File: config.mk
export PLATFORM = sky130hd
export DESIGN_NAME = ce_guard_gate
export DESIGN_NICKNAME = d
export VERILOG_FILES = /design/src/rtl/ce_guard_gate.sv
export SDC_FILE = /design/constraint.sdc
export NUM_CORES = 1
export LEC_CHECK = 0
export ABC_CLOCK_PERIOD_IN_PS = 1900
export BUFFER_PORTS_ARGS = -buffer_cell sky130_fd_sc_hd__buf_2
export CAP_MARGIN = 10
export CORE_AREA = 2 2 39 41
export CTS_CLUSTER_SIZE = 12
export DETAILED_ROUTE_END_ITERATION = 7
export DIE_AREA = 0 0 41 43
export PLACE_DENSITY = 0.51
export REMOVE_ABC_BUFFERS = 1
export SETUP_SLACK_MARGIN = 0.05
export SLEW_MARGIN = 10
export SYNTH_ARGS = -nofsm -noshare
export SYNTH_HDL_FRONTEND = slang
export SYNTH_SLANG_ARGS = --single-unit
File: constraint.sdc
create_clock -name clk -period 1.9 [get_ports clk]
set_clock_uncertainty 0.2 [all_clocks]
set_input_delay 0.19 -clock clk [delete_from_list [all_inputs] [get_ports clk]]
set_output_delay 0.19 -clock clk [all_outputs]
set_load 0.01 [all_outputs]
File: src/rtl/ce_guard_gate.sv
module ce_guard_gate #(
  parameter int GRACE_TICKS = 15
) (
  input  logic clk,
  input  logic rst_ni,
  input  logic tick,
  input  logic ce_in_n,
  input  logic rst_active,
  output logic ce_out_n
);

  localparam int CW = $clog2(GRACE_TICKS + 1);
  localparam logic [CW-1:0] LAST = CW'(GRACE_TICKS - 1);

  logic          rst_q;
  logic          hold_q;
  logic [CW-1:0] cnt_q;

  logic          entry, hold_now, expire;
  logic [CW-1:0] cnt_base;

  assign entry    = rst_active & ~rst_q;
  assign hold_now = entry | hold_q;
  assign cnt_base = entry ? '0 : cnt_q;
  assign expire   = tick & (cnt_base == LAST);

  assign ce_out_n = ce_in_n | (rst_active & ~hold_now);

  always_ff @(posedge clk or negedge rst_ni) begin
    if (!rst_ni) begin
      rst_q  <= 1'b1;
      hold_q <= 1'b0;
      cnt_q  <= '0;
    end else begin
      rst_q <= rst_active;
      if (!rst_active || !hold_now || ce_in_n || expire) begin
        hold_q <= 1'b0;
        cnt_q  <= '0;
      end else begin
        hold_q <= 1'b1;
        cnt_q  <= tick ? cnt_base + 1'b1 : cnt_base;
      end
    end
  end

  a_r1_follow_when_run: assert property (@(posedge clk) disable iff (!rst_ni)
    !rst_active |-> (ce_out_n == ce_in_n));

  a_r2_idle_entry_closes: assert property (@(posedge clk) disable iff (!rst_ni)
    ($rose(rst_active) && ce_in_n) |-> ce_out_n);

  a_r4_no_false_enable: assert property (@(posedge clk) disable iff (!rst_ni)
    (rst_active && !ce_out_n) |-> !ce_in_n);

  a_r5_stays_closed: assert property (@(posedge clk) disable iff (!rst_ni)
    (rst_active && $past(rst_active) && $past(ce_out_n)) |-> ce_out_n);

  a_r8_count_bounded: assert property (@(posedge clk) disable iff (!rst_ni)
    cnt_q < CW'(GRACE_TICKS));

endmodule

Yosys cells after proc, flatten, opt, wreduce, memory -nomap -nowiden
Index checks and enable logic that the tools add are counted.

storage, ports and cells
  flip-flop bits (word level) = 6
  word-level logic and storage cells = 21
  output and inout bits = 1

operators by class
  bitwise operators = 7
  mux-type cells = 4
  eq/ne operators = 1
  reduce and logical (&&, ||, !) cells = 5
  add/sub/neg operators = 1

operator list
  operator               number
  $mux W4                3
  $add A4 B1 Y4 const B  1
  $eq A4 B4 Y1 const B   1
  $and A1 B1 Y1          3
  $logic_or A1 B1 Y1     3
  $logic_not A1 Y1       2
  $not A1 Y1             2
  $or A1 B1 Y1           2
  $mux W1                1

Depth between registers and ports, before layout
  word-level depth = 8
  depth in mapped cells = 7
  depth with buffers taken out = 7

Worst setup path before layout
OpenSTA, ideal clock, no wires.

  path kind = reg-to-reg
  start point = register rst_q
  end point = register cnt_q[3]
  cell stages (with the launch flop) = 7
  setup slack = 230 ps
  library setup time = 131 ps
  arrival time = 1339 ps
  path through = dfstp_2 > nand2b_1 > and2_1 > ha_1 > inv_1 > o2111ai_2 > nor3b_1

between the ends
  word-level cells in the longest chain between the ends = 8
  elaborated cells on any way between the ends = 13

RTL lines
  item                                                   line  source
  from (decl)                                            15    logic rst_q;
  from (signal assigned)                                 35    rst_q <= rst_active;
  $not A1 Y1 *                                           22    assign entry = rst_active & ~rst_q;
  $and A1 B1 Y1 *                                        22
  branches (longest 5 deep; another with $add A4 B1 Y4)  -
  $mux W4 *                                              36    if (!rst_active || !hold_now || ce_in_n || expire) begin
  to (signal assigned)                                   41    cnt_q <= tick ? cnt_base + 1'b1 : cnt_base;
  to (decl)                                              17    logic [CW-1:0] cnt_q;

Mark *: on every way between the ends.

Final worst setup path
Same ends and word-level chain as after synthesis.

==> impl_results.md <==
* Final net count at 55
* Final hold vios at 0
* Top post-synthesis cells by area: dfrtp_1 (38%), dfstp_2 (7.9%), ha_1 (7.5%)
* Cell taking the most area after synthesis: dfrtp_1
* Ys async rst share at 1.00
* Detailed Route WL at 571 µm
* Post-synth top cells: inv_1 (6), dfrtp_1 (5), a21oi_1 (3), nand2b_1 (3)
* Die height at 43 µm
* Clock Pin Slew Worst Setup and Hold Paths at 0.04 ns
* Crit-path max FO at 5
* Initial antenna violation count at 0
* Clock Latency Late Sink at 0.24 ns
* Drc violations at 0
* RSZ-0062 raised after global routing: no
* Global-route wire length before repair at 952 µm
* Hold/Removal Path Class: input pin to flop
* Setup WS post-layout at 0.180 ns
* Post-synth top area share at 0.376
* DR vias/cell at 4.37
* Worst setup SP type: flop
* CP required at 1.82 ns
* Critical Path Sink Type: flop
* Most frequent cell after synthesis: inv_1
* Syn Inst Count at 35
* Slew @ Worst Pin at 0.235 ns
* Layout cells sized above 1 at 0.234
* Total CTS buffers at 3
* Initial Utilization at 0.241
* Total gr overflow at 0
* Delay-heaviest family, CP: flip-flops
* Syn Std Cell Area at 333 µm²
* DIE AREA at 1760 µm²
* Setup WS pre-CTS at 0.123 ns
* Relative slew slack at 0.843
* Drt wl/cell at 9.06 µm
* Fmax at 582 MHz
* Antenna Cells at 0
* Vias in the first global route at 234
* Synth cell types at 18
* PortBufs at 5
* Initial DRC Count at 5
* Post-Syn Area per Cell at 9.51 µm²
* Leak at 0.204 nW
* Die extent in x at 41 µm
* Core area at 1380 µm²
* Setup-failing EPs final at 0
* Max IR drop VDD at 0.349 mV
* Run status: finished, final reports clean
* Flops & latches, synth at 6
* Cell Rows at 14
* Final GP Congestion at 0.735
* Power Dens Cells at 655 nW/µm²
* CTS tree: built
* Clock root cell: clkbuf_4
* P&R area growth vs syn at 33.1%
* Period Utilization, post-route at 0.905
* YS warnings at 0
* EDFF count, synth at 0
* Top FF cell, synth: dfrtp_1
* DRT Pass-1 Iters at 4
* Post-route ant nets at 0
* I/O pin count at 6
* Buffers & Inverters on Critical Path at 1
* MaxCap Viol Count at 0
* Sequential area share after synthesis at 0.455
* H-tree depth at 1
* Critical path's slowest cell: dfstp_2
* Vias at 275
* GRT Overall Usage at 0.0851
* Clk sinks at 6
* Setup TNS at 0 ns
* Clk buf depth at 2
* Final min period at 1.72 ns
* Largest net degree at the start of global routing at 8
* Crit path DAT at 1.64 ns
* Max stage delay on crit path at 0.55 ns
* Critical path class: flop to flop
* Crit path cell chain: nand2b_1, and2_1, ha_1, inv_1, o2111ai_4, nor3b_1
* Max-slew violation count at 0
==> timing repair <==
action,CTS,global route
hold buffers,2,0
gates resized for setup,0,1
setup endpoints to repair,0,5
endpoints found under the hold margin,7,0
setup buffers,0,0
==> cell families after synthesis <==
kind of cell | Yosys count | share of synthesized area
compound gates | 7 | 0.143
xor+xnor | 1 | 0.0263
fa+ha+maj | 2 | 0.0752
buf+inv | 6 | 0.0677
flops | 6 | 0.455
simple gates | 13 | 0.233
==> metal layers <==
layer  track usage  share of wire  vias to the layer above  wire, µm
li1              -              -                      140         -
met1         0.116           0.49                      129       279
met2        0.0969           0.45                        4       257
met3        0.0157          0.021                        2        12
met4         0.100          0.037                        0        21
met5             0              0                        -         0
==> worst register-to-register path: cells and delay by family, from the launching register on <==
family / cells / cell delay (ns)
AO/OA/AOI/OAI: 1 / 0.25
adder cells (fa/ha/maj): 1 / 0.15
buffers and inverters: 1 / 0.06
flip-flops: 1 / 0.55
AND/OR/NAND/NOR: 3 / 0.40
==> layout by cell type (no fill, tap or decap) <==
master / instances
inv_1: 6
dfrtp_1: 5
buf_2: 5
nand2b_1: 3
a21oi_1: 3
clkbuf_4: 3
nand2_1: 2
nand4_1: 2
o21ai_0: 2
ha_1: 2
dlygate4sd3_1: 2
o2111ai_4: 1
a21o_1: 1
nand3_1: 1
nand3b_1: 1
nor2b_1: 1
or3_1: 1
xor2_1: 1
nor3b_1: 1
and2_1: 1
clkbuf_1: 1
buf_4: 1
dfstp_2: 1
==> where the power goes <==
group	internal, mW	switching (mW)
logic	0.0140	0.0158
registers	0.132	0.00200
clock network	0.0796	0.0466
total	0.225	0.0644
==> state kept, by name, indices dropped and copies added, names as in the netlist <==
register and flops:
cnt_q 4, hold_q 1, rst_q 1
==> layout make-up <==
cell class                      instances  area [µm²]
Sequential cell                         6         151
Inverter                                6        22.5
Fill cell                             147         941
Clock buffer                            4        26.3
Multi-Input combinational cell         23         170
Tap cell                               16        20.0
Timing Repair Buffer                    8        52.6
==> through the flow <==
stage	util	power, mW	instance area (µm²)	std cells	hold WS, ns
finish	0.320	0.290	443	63	0.0587
global route	0.320	0.311	443	63	0.0651
CTS	0.312	0.295	432	63	0.0568
detailed placement	0.278	0.161	385	57	-0.183
global placement	0.278	0.161	385	57	-0.183
floorplan	-	0.147	333	35	-0.306
==> worst paths after layout <==
check	slack, ns	from	endpoint	cells past startpoint
min in group asynchronous	0.10	rst_ni	cnt_q[0]	2
worst min-delay path	0.06	rst_active	hold_q	3
worst max register to register	0.18	rst_q	cnt_q[3]	6
worst max-delay path	0.18	rst_q	cnt_q[3]	6
max in group asynchronous	1.18	rst_ni	rst_q	2
worst min register to register	0.35	rst_q	cnt_q[3]	1
Note: power is estimated with default switching activity, not from simulation.
